[src/rtl/i2c_tmg_pkg.sv]
package i2c_tmg_pkg;

  typedef enum logic [1:0] {
    PH_START   = 2'd0,
    PH_BIT     = 2'd1,
    PH_STOP    = 2'd2,
    PH_RESTART = 2'd3
  } phase_e;

  typedef enum logic [3:0] {
    S_IDLE, S_ST_SU, S_ST_HD,
    S_BIT_LO, S_BIT_WAIT, S_BIT_HI,
    S_SP_LO, S_SP_WAIT, S_SP_SU,
    S_RS_LO, S_RS_WAIT
  } state_e;

  // Counts of the active bank, each an 8-bit field
  typedef struct packed {
    logic [7:0] startSu;
    logic [7:0] startHd;
    logic [7:0] stopSu;
    logic [7:0] dataSu;
    logic [7:0] sclLo;
    logic [7:0] sclHi;
    logic [7:0] preDiv;
    logic [7:0] srRel;
    logic [7:0] dataHd;
  } tmg_t;

  // Strobes from control to datapath
  typedef struct packed {
    logic stageClr;
    logic bankLatch;
  } dpCtl_t;

  // Status from datapath to control
  typedef struct packed {
    logic       tickLast;
    logic [9:0] tickCnt;
    logic       lineReady;
  } dpStat_t;

endpackage

[src/rtl/i2c_tmg_dp.sv]
module i2c_tmg_dp
  import i2c_tmg_pkg::*;
#(
  parameter bit FILT_TWICE = 1'b0,
  parameter int LAT_BASE   = 7
) (
  input  logic        clk,
  input  logic        rstN,
  input  dpCtl_t      ctl,
  input  logic        hsSel,
  input  logic        sclIn,
  input  logic [31:0] cfgWord,
  input  logic [31:0] fastWord1,
  input  logic [31:0] fastWord2,
  input  logic [31:0] fastWord3,
  input  logic [31:0] hsWord1,
  input  logic [31:0] hsWord2,
  input  logic [31:0] hsWord3,
  input  logic [31:0] holdWord,
  output tmg_t        tmg,
  output dpStat_t     stat
);

  localparam int CNT_W = 10;
  localparam int LAT_W = 5;

  logic             bankHs;
  logic [7:0]       cyc;
  logic [CNT_W-1:0] tickCnt;
  logic [LAT_W-1:0] hiCnt;
  logic             sclSync;
  logic [2:0]       filtF;
  logic [3:0]       fe;
  logic [LAT_W-1:0] latM1;
  logic [31:0]      w1, w2, w3;
  logic             unusedBits;

  assign filtF = cfgWord[18:16];

  generate
    if (FILT_TWICE) begin : g_twice
      assign fe = {filtF, 1'b0};
    end else begin : g_once
      assign fe = {1'b0, filtF};
    end
  endgenerate

  assign latM1 = LAT_W'(LAT_BASE) + {1'b0, fe} - 5'd1;

  assign w1 = bankHs ? hsWord1 : fastWord1;
  assign w2 = bankHs ? hsWord2 : fastWord2;
  assign w3 = bankHs ? hsWord3 : fastWord3;

  always_comb begin
    tmg.startSu = w1[31:24];
    tmg.startHd = w1[23:16];
    tmg.stopSu  = w1[15:8];
    tmg.dataSu  = w2[31:24];
    tmg.sclLo   = w2[15:8];
    tmg.sclHi   = w2[7:0];
    tmg.preDiv  = w3[23:16];
    tmg.srRel   = w3[7:0];
    tmg.dataHd  = holdWord[7:0];
  end

  assign unusedBits = ^{w1[7:0], w2[23:16], w3[31:24], w3[15:8],
                        holdWord[31:8], cfgWord[31:19], cfgWord[15:0]};

  assign stat.tickLast  = (cyc == tmg.preDiv);
  assign stat.tickCnt   = tickCnt;
  assign stat.lineReady = sclSync && (hiCnt == latM1);

  always_ff @(posedge clk or negedge rstN) begin
    if (!rstN) begin
      bankHs  <= 1'b0;
      cyc     <= '0;
      tickCnt <= '0;
      hiCnt   <= '0;
      sclSync <= 1'b0;
    end else begin
      sclSync <= sclIn;
      if (ctl.bankLatch) bankHs <= hsSel;
      if (ctl.stageClr) begin
        cyc     <= '0;
        tickCnt <= '0;
        hiCnt   <= '0;
      end else begin
        if (stat.tickLast) begin
          cyc     <= '0;
          tickCnt <= tickCnt + 1'b1;
        end else begin
          cyc <= cyc + 1'b1;
        end
        if (!sclSync)            hiCnt <= '0;
        else if (hiCnt != '1)    hiCnt <= hiCnt + 1'b1;
      end
    end
  end

endmodule

[src/rtl/i2c_tmg_ctrl.sv]
module i2c_tmg_ctrl
  import i2c_tmg_pkg::*;
(
  input  logic       clk,
  input  logic       rstN,
  input  logic       phaseReq,
  input  logic [1:0] phaseCode,
  input  logic       txBit,
  input  tmg_t       tmg,
  input  dpStat_t    stat,
  output dpCtl_t     ctl,
  output logic       sclDriveLow,
  output logic       sdaDriveLow,
  output logic       phaseDone,
  output logic       busy
);

  state_e     state, nextState;
  phase_e     code;
  logic       accept, stEnd, sdaUpd, bitVal;
  logic [9:0] loNeed;

  function automatic logic endOf(input dpStat_t s, input logic [7:0] c);
    return s.tickLast && (s.tickCnt == {2'b00, c});
  endfunction

  assign code   = phase_e'(phaseCode);
  assign busy   = (state != S_IDLE);
  assign accept = (state == S_IDLE) && phaseReq;

  always_comb begin
    loNeed = {2'b00, tmg.dataHd} + {2'b00, tmg.dataSu} + 10'd1;
    if ({2'b00, tmg.sclLo} > loNeed) loNeed = {2'b00, tmg.sclLo};
  end

  assign sdaUpd = endOf(stat, tmg.dataHd);

  always_comb begin
    stEnd = 1'b0;
    case (state)
      S_ST_SU:    stEnd = endOf(stat, tmg.startSu);
      S_ST_HD:    stEnd = endOf(stat, tmg.startHd);
      S_BIT_LO:   stEnd = stat.tickLast && (stat.tickCnt == loNeed);
      S_BIT_HI:   stEnd = endOf(stat, tmg.sclHi);
      S_SP_LO:    stEnd = endOf(stat, tmg.dataHd);
      S_SP_SU:    stEnd = endOf(stat, tmg.stopSu);
      S_RS_LO:    stEnd = endOf(stat, tmg.srRel);
      S_BIT_WAIT, S_SP_WAIT, S_RS_WAIT: stEnd = stat.lineReady;
      default:    stEnd = 1'b0;
    endcase
  end

  always_comb begin
    nextState = state;
    if (accept) begin
      case (code)
        PH_START: nextState = S_ST_SU;
        PH_BIT:   nextState = S_BIT_LO;
        PH_STOP:  nextState = S_SP_LO;
        default:  nextState = S_RS_LO;
      endcase
    end else if (stEnd) begin
      case (state)
        S_ST_SU:    nextState = S_ST_HD;
        S_BIT_LO:   nextState = S_BIT_WAIT;
        S_BIT_WAIT: nextState = S_BIT_HI;
        S_SP_LO:    nextState = S_SP_WAIT;
        S_SP_WAIT:  nextState = S_SP_SU;
        S_RS_LO:    nextState = S_RS_WAIT;
        S_RS_WAIT:  nextState = S_ST_SU;
        default:    nextState = S_IDLE;
      endcase
    end
  end

  assign ctl.stageClr  = accept || stEnd;
  assign ctl.bankLatch = accept;

  always_ff @(posedge clk or negedge rstN) begin
    if (!rstN) begin
      state       <= S_IDLE;
      sclDriveLow <= 1'b0;
      sdaDriveLow <= 1'b0;
      phaseDone   <= 1'b0;
      bitVal      <= 1'b0;
    end else begin
      state     <= nextState;
      phaseDone <= 1'b0;
      if (accept) begin
        bitVal <= txBit;
        if (code == PH_STOP)         sdaDriveLow <= 1'b1;
        else if (code == PH_RESTART) sdaDriveLow <= 1'b0;
      end
      if (state == S_BIT_LO && sdaUpd) sdaDriveLow <= !bitVal;
      if (stEnd) begin
        case (state)
          S_ST_SU: sdaDriveLow <= 1'b1;
          S_ST_HD, S_BIT_HI: begin
            sclDriveLow <= 1'b1;
            phaseDone   <= 1'b1;
          end
          S_SP_SU: begin
            sdaDriveLow <= 1'b0;
            phaseDone   <= 1'b1;
          end
          S_BIT_LO, S_SP_LO, S_RS_LO: sclDriveLow <= 1'b0;
          default: ;
        endcase
      end
    end
  end

endmodule

[src/rtl/i2c_scl_timing_gen.sv]
module i2c_scl_timing_gen
  import i2c_tmg_pkg::*;
#(
  parameter bit FILT_TWICE = 1'b0,
  parameter int LAT_BASE   = 7
) (
  input  logic        clk,
  input  logic        rstN,
  input  logic        phaseReq,
  input  logic [1:0]  phaseCode,
  input  logic        txBit,
  input  logic        hsSel,
  input  logic        sclIn,
  input  logic [31:0] cfgWord,
  input  logic [31:0] fastWord1,
  input  logic [31:0] fastWord2,
  input  logic [31:0] fastWord3,
  input  logic [31:0] hsWord1,
  input  logic [31:0] hsWord2,
  input  logic [31:0] hsWord3,
  input  logic [31:0] holdWord,
  output logic        sclDriveLow,
  output logic        sdaDriveLow,
  output logic        phaseDone,
  output logic        busy
);

  dpCtl_t  ctl;
  dpStat_t stat;
  tmg_t    tmg;

  i2c_tmg_dp #(.FILT_TWICE(FILT_TWICE), .LAT_BASE(LAT_BASE)) dp_i (
    .clk(clk), .rstN(rstN), .ctl(ctl), .hsSel(hsSel), .sclIn(sclIn),
    .cfgWord(cfgWord), .fastWord1(fastWord1), .fastWord2(fastWord2),
    .fastWord3(fastWord3), .hsWord1(hsWord1), .hsWord2(hsWord2),
    .hsWord3(hsWord3), .holdWord(holdWord), .tmg(tmg), .stat(stat)
  );

  i2c_tmg_ctrl ctrl_i (
    .clk(clk), .rstN(rstN), .phaseReq(phaseReq), .phaseCode(phaseCode),
    .txBit(txBit), .tmg(tmg), .stat(stat), .ctl(ctl),
    .sclDriveLow(sclDriveLow), .sdaDriveLow(sdaDriveLow),
    .phaseDone(phaseDone), .busy(busy)
  );

endmodule

[config.mk]
export PLATFORM = sky130hd
export DESIGN_NAME = i2c_scl_timing_gen
export DESIGN_NICKNAME = d
export VERILOG_FILES = /design/src/rtl/i2c_tmg_pkg.sv /design/src/rtl/i2c_tmg_dp.sv /design/src/rtl/i2c_tmg_ctrl.sv /design/src/rtl/i2c_scl_timing_gen.sv
export SDC_FILE = /design/constraint.sdc
export NUM_CORES = 1
export LEC_CHECK = 0
export ABC_AREA = 1
export BUFFER_PORTS_ARGS = -buffer_cell sky130_fd_sc_hd__buf_2
export CORE_MARGIN = 5
export CORE_UTILIZATION = 45
export CTS_BUF_LIST = sky130_fd_sc_hd__clkbuf_4 sky130_fd_sc_hd__clkbuf_8 sky130_fd_sc_hd__clkbuf_16
export CTS_CLUSTER_DIAMETER = 80
export DETAILED_ROUTE_END_ITERATION = 8
export MAX_ROUTING_LAYER = met4
export PLACE_DENSITY = 0.83
export RECOVER_POWER = 100
export SYNTH_ARGS = -nofsm -noshare
export SYNTH_HDL_FRONTEND = slang
export SYNTH_HIERARCHICAL = 1
export SYNTH_SLANG_ARGS = --single-unit
[constraint.sdc]
create_clock -name clk -period 5.1 [get_ports clk]
set_input_delay 0.255 -clock clk [delete_from_list [all_inputs] [get_ports clk]]
set_output_delay 0.255 -clock clk [all_outputs]
set_load 0.01 [all_outputs]
* Word level (Yosys, flattened, before mapping)
Cells that the tools add are included.
** Word-level totals
- Register bits :: 33
- Input port bits :: 264
- Output and inout bits :: 4
- Word-level logic and storage cells :: 90
** Cells by class
- $add $sub $neg :: 7
- Magnitude comparators :: 1
- Equal/unequal tests :: 24
- Muxes and demuxes :: 25
- Reduce and logical (&&, ||, !) cells :: 23
** Operators with widths (number)
- two-way mux 32 bit :: 2
- == test 10 x 8 -> 1 bit :: 6
- two-way mux 10 bit :: 3
- case mux 4 bit (7 select lines) :: 1
- two-way mux 24 bit :: 1
- adder 10 x 1 -> 10 bit, second input constant :: 2
- == test 4 x 3 -> 1 bit, second input constant :: 4
- two-way mux 8 bit :: 2
- two-way mux 5 bit :: 3
- == test 4 bit, second input constant :: 3
- case mux 4 bit (3 select lines) :: 1
- == test 10 bit :: 1
- greater-than comparator 8 x 10 -> 1 bit :: 1
- logical AND 1 bit :: 10
- adder 8 x 8 -> 9 bit :: 1
- OR reduction 3 bit :: 3
- adder 8 x 1 -> 8 bit, second input constant :: 1
- == test 4 x 2 -> 1 bit, second input constant :: 2
- == test 8 bit :: 1
- two-way mux 4 bit :: 2
- case mux 1 bit (8 select lines) :: 1
- two-way mux 1 bit :: 7
- nonzero test 2 bit :: 3
- adder 5 x 1 -> 5 bit, second input constant :: 1
- other kinds (16) :: 18

* Longest topological paths before layout
Gate-level depths: netlist (run 1).
- Depth in word-level cells :: 10
- Mapped depth :: 38
- Gate-level depth less buffers :: 35

* Hierarchy
Netlist (run 1), hierarchy kept.
** By module, submodules not included
- i2c_tmg_dp :: instances 1, cells an instance 425, area each 2488.6 sq um, seq. area each 625.6 sq um
- i2c_tmg_ctrl :: instances 1, cells an instance 355, area each 2004.4 sq um, seq. area each 200.2 sq um

* Worst setup path before layout (run 1)
OpenSTA, ideal clock, no wires.
- Path kind :: reg2reg
- From :: register dp_i.bankHs
- To :: register dp_i.cyc[0]
- Library setup time :: 0.073 ns
- Arrival :: 4.423 ns
- Required time :: 5.027 ns
- Path slack :: 0.605 ns
- Stages on the path, launching flop included :: 36
- Buffers on the path :: 4
- Period minus slack after synthesis :: 4.495 ns
- Cell sequence :: dfrtp_1 > inv_2 > buf_6 > buf_2 > buf_1 > nand2_1 > nand2_1 > inv_1 > ha_1 > fa_1 > inv_1 > nand2_1 > nand2_1 > nand4_1 > nand3b_1 > nand2_1 > ha_1 > nand2_1 > nor2_1 > o21ai_0 > nand3_1 > nand2_2 > nand2_1 > nand3_1 > nand2_1 > nand2_1 > nand2_1 > nand2_1 > nand2_1 > nor2_2 > nand3_2 > nand3_2 > inv_1 > clkbuf_1 > nand2_2 > nor2_1
** RTL lines
- start, declared :: RTL line i2c_tmg_dp.sv:27 : logic bankHs;
- start signal, assigned :: RTL line i2c_tmg_dp.sv:82 : if (ctl.bankLatch) bankHs <= hsSel;
- end signal, assigned :: RTL line i2c_tmg_dp.sv:92 : cyc <= cyc + 1'b1;
- end, declared :: RTL line i2c_tmg_dp.sv:28 : logic [7:0] cyc;

==> metrics, run 1 <==
status finished with violations; failing checks max-capacitance violations, max-slew violations; Hold Fails Final Rpt 0; vias post-DR 5163; crit end category flop; CP Max Fanout 12; combinational share of power 0.752; die area 0.0121 mm2; Hold WC Path Type input port to flop; Max-Cap Viols 1; top sig layer met4; CP Launch Type flop; pwr dens 436 mW/mm2; kind of cell adding the most delay to the critical path simple AND/OR/NAND/NOR gates; switching part of the total 0.558; Sink Count 33; post-DP HPWL about 11000 um; I/O pin cnt 268; Buf+Inv Stages, Crit Path 5; # DRC 0; Routed Antenna Nets 0; clk root buf clkbuf_8; Worst VDD drop between 0.2 and 0.3 mV; largest net degree at the start of global routing 57; Avg Inst Size Synth 5.77 um2; vias in the first global route ~4600; worst slew pin tran 1760 ps; met2 wire len ~6000 um; antenna cell count 0; row count 36; H-Tree Depth 2; area grow syn2layout 20.3%; final instance area approximately 0.0054 mm2; FF+latch area 827 um2; Critical Path Most Common Cell nand2_1; post-route total power between 2 and 2.5 mW; final wirelength 13700 um; DP Area 0.00528 mm2; crit path max-delay cell type dfrtp_2; critical path required time between 5000 and 6000 ps; switching power roughly 1.3 mW; IO Port Bufs 150; Slowest Stage Delay on Critical Path 480 ps; CTS Buf Count 5; Mapped Cells approximately 780; fraction of layout cells with a size suffix above 1 0.239; Rel. slew slack -0.170; synth warn 6; GRT overflow 0; CTS tree built; vias per cell a little under 5; worst-skew pair later-pin latency 290 ps; Multi-input gate area roughly 0.0032 mm2; most common cell after layout, fill and taps aside nand2_1; wire per inst 13.1 um; core area 0.00973 mm2; Final Worst Setup Slack ~590 ps; Total GRT Usage 0.231; drt pass-1 iters 4; most frequent cells in the layout 368 x nand2_1, 145 x buf_2, 73 x inv_1, 48 x nand3_1, 42 x nor2_1; initial antenna violation count 0; cts hold-fix bufs 0; Int Power about 1.0 mW; Final Slew Violations 34; met1 wire length 6700 um; Final nets 1206; fmax 0.222 GHz; Final Wtd Congestion 0.937; Place WS slightly above 300 ps; met3 wire len 953 um; cell area after synthesis 0.00449 mm2; Clk pwr share 0.090; crit path kind flop to flop; TNS Setup 0 ps; Reg clk slew, reported paths 70 ps; Leak Pwr approximately 3.1 nW; RSZ-0062 raised after global routing false; DRT iter0 DRCs 244; Die X 110 um; Final Cycle Share 0.883; Post-Syn Nets 1067; first-pass GRT wire length around 22000 um; Longest Clk Path Bufs 2; fill count 1071; skew final 8.82 ps; Sequential Power Share 0.159; starting density of the core 0.461; CP arrival 4680 ps; Finish-stage setup viols 0; Period minus WS final approximately 4500 ps; Reg2Reg Setup Slack 590 ps; Die Ht 110 um
## stage by stage
step / std cells / utilization / hold WS (ps)
CTS: 1047 / 0.552 / 48.5
global route: 1051 / 0.555 / 63.8
floorplan: 778 / - / -40.6
global placement: 1039 / 0.542 / 349
finish: 1051 / 0.555 / 73.7
detailed placement: 1039 / 0.542 / 363
## final cells by class
cell class / count / area share
clock buffers: 8 / 0.0169
well taps: 133 / 0.0308
repair buffers: 158 / 0.148
inverters: 83 / 0.0594
multi-input cells: 636 / 0.591
flip-flops and latches: 33 / 0.153
## worst paths after layout
| check | from | endpoint | cells past startpoint |
|---|---|---|---|
| max | dp_i/bankHs$_DFFE_PN0P_ | dp_i/tickCnt[6]$_DFFE_PN0P_ | 33 |
| min | sclIn | dp_i/sclSync$_DFF_PN0_ | 1 |
| max reg2reg | dp_i/bankHs$_DFFE_PN0P_ | dp_i/tickCnt[6]$_DFFE_PN0P_ | 33 |
| min reg2reg | ctrl_i/bitVal$_DFFE_PN0P_ | ctrl_i/bitVal$_DFFE_PN0P_ | 2 |
| max in group asynchronous | rstN | dp_i/bankHs$_DFFE_PN0P_ | 1 |
| min in group asynchronous | rstN | dp_i/tickCnt[5]$_DFFE_PN0P_ | 1 |
## registers in the layout (all words and copies together), names as in the netlist
signal / count
ctrl_i/sdaDriveLow: 1
dp_i/hiCnt: 5
dp_i/cyc: 8
dp_i/tickCnt: 10
ctrl_i/state: 4
ctrl_i/sclDriveLow: 1
dp_i/bankHs: 1
dp_i/sclSync: 1
ctrl_i/bitVal: 1
ctrl_i/phaseDone: 1
## metal layers
layer,global-route usage,vias up
li1,-,2715
met1,0.336,2272
met2,0.353,168
met3,0.0294,8
met4,0.0276,0
met5,-,-
## power by group through the flow
stage / Combinational [mW] / Sequential (mW) / Clock (mW)
floorplan: 1.36 / 0.360 / 0
global placement: 1.71 / 0.375 / 0
detailed placement: 1.74 / 0.376 / 0
CTS: 1.75 / 0.371 / 0.215
global route: 2.02 / 0.383 / 0.225
finish: 1.77 / 0.374 / 0.211
## what timing repair did
action,in CTS,in global routing
endpoints found under the setup margin,0,20
gates resized for setup,0,3
buffers inserted,0,4
Power figures use the tool's default switching activity.
==> run 2, diff against run 1 <==
- PLACE_DENSITY: 0.83 -> 0.79
==> metrics, run 2 (synthesized netlist as in run 1, its figures left out) <==
status finished with violations; failing checks max-capacitance violations, max-slew violations; placed cells about 1000; Multi-input gate area 0.00319 mm2; Max-Cap Viols 1; most common cell after layout, fill and taps aside nand2_1; FF+latch area about 830 um2; Final Cycle Share 0.891; cts hold-fix bufs 0; crit end category flop; Worst VDD drop around 0.24 mV; row count 36; Place WS 313 ps; Longest Clk Path Bufs 2; worst slew pin tran 1750 ps; CP Launch Type flop; RSZ-0062 raised after global routing false; Total GRT Usage 0.225; Final Wtd Congestion 0.920; wire per inst 12.8 um; TNS Setup 0 ps; Routed Antenna Nets 0; CP startpoint dp_i/bankHs$_DFFE_PN0P_; Final nets 1205; first-pass GRT wire length 21100 um; final wirelength around 13000 um; area grow syn2layout 20.2%; CP arrival roughly 4700 ps; post-route total power 2.34 mW; Final Non-Filler Cells roughly 1100; Critical Path Most Common Cell nand2_1; antenna cell count 0; Reg with most FFs dp_i/tickCnt; post-DP HPWL 10900 um; Die X 110 um; CTS tree built; initial antenna violation count 0; # DRC 0; H-Tree Depth 2; global routing's busiest layer met2; skew final 9.27 ps; die area 0.0121 mm2; most frequent cells in the layout 369 x nand2_1, 145 x buf_2, 73 x inv_1, 48 x nand3_1, 42 x nor2_1; met2 usage 0.345; largest net degree at the start of global routing 53; pwr dens between 400 and 500 mW/mm2; CP Max Fanout 15; worst hold path startpoint sclIn; kind of cell adding the most delay to the critical path simple AND/OR/NAND/NOR gates; core area 0.00973 mm2; crit path kind flop to flop; IO Port Bufs 150; GRT overflow 0; Sink Count 33; clk root buf clkbuf_8; Final Worst Setup Slack 554 ps; worst-skew pair later-pin latency approximately 290 ps; utilization after layout 0.554; Largest register FFs 10; fmax 0.220 GHz; crit path max-delay cell type fa_1; Hold Fails Final Rpt 0; Die Ht 110 um; Largest regs dp_i/tickCnt: 10 flops, dp_i/cyc: 8 flops, dp_i/hiCnt: 5 flops; Leak Pwr 3.11 nW; vias post-DR roughly 5100; vias per cell about 5; drt pass-1 iters 5; met3 Usage GRT 0.0364; Finish-stage setup viols 0; DRT iter0 DRCs 244; starting density of the core 0.461; fill count 1080; Rel. slew slack -0.165; fraction of layout cells with a size suffix above 1 0.237; Slowest Stage Delay on Critical Path 400 ps; Buf+Inv Stages, Crit Path 5; Period minus WS final 4550 ps; critical path required time 5270 ps; I/O pin cnt 268; met1 Usage GRT 0.319; Final Slew Violations 34; vias in the first global route 4563; Worst R2R Start dp_i/bankHs$_DFFE_PN0P_; CTS Buf Count 5; Hold WC Path Type input port to flop; Reg clk slew, reported paths 70 ps
-- run 2: final timing paths --
check / cells after the start / slack (ps) / endpoint
hold / removal: 1 / 80 / dp_i/sclSync$_DFF_PN0_
setup / recovery: 33 / 550 / dp_i/tickCnt[4]$_DFFE_PN0P_
max in group asynchronous: 1 / 3540 / dp_i/bankHs$_DFFE_PN0P_
setup reg to reg: 33 / 550 / dp_i/tickCnt[4]$_DFFE_PN0P_
min in group asynchronous: 1 / 420 / dp_i/tickCnt[5]$_DFFE_PN0P_
hold reg to reg: 2 / 490 / ctrl_i/sclDriveLow$_DFFE_PN0P_
-- run 2: area by class of cell --
type,instances,share of cell area
clock buffer,8,0.0181
inverter,83,0.0592
multi-input combinational,636,0.591
sequential,33,0.153
tap,133,0.0309
timing repair buffer,157,0.147
-- run 2: power breakdown --
part | internal (mW) | total, mW | switching (mW)
sequential | 0.310 | 0.368 | 0.0577
clock | 0.121 | 0.213 | 0.0919
combinational | 0.609 | 1.76 | 1.15
total | 1.04 | 2.34 | 1.30
-- run 2: what timing repair did --
item                       4_1_cts  5_1_grt
hold endpoints to repair         0        0
setup endpoints to repair        0       20
gates resized for setup          0        3
setup buffers                    0        3
-- run 2: through the flow --
step / cell area, um2 / hold slack [ps]
after floorplan: 4490 / -40.6
after global placement: 5280 / 356
after detailed placement: 5280 / 359
after CTS: 5370 / 46.0
after global routing: 5390 / 71.0
final: 5390 / 78.9
-- run 2: routing by layer --
metal | vias up | wire length [um]
met5 | - | 0
met4 | 0 | 128
met3 | 16 | 959
met2 | 167 | 5900
met1 | 2229 | 6420
li1 | 2716 | -
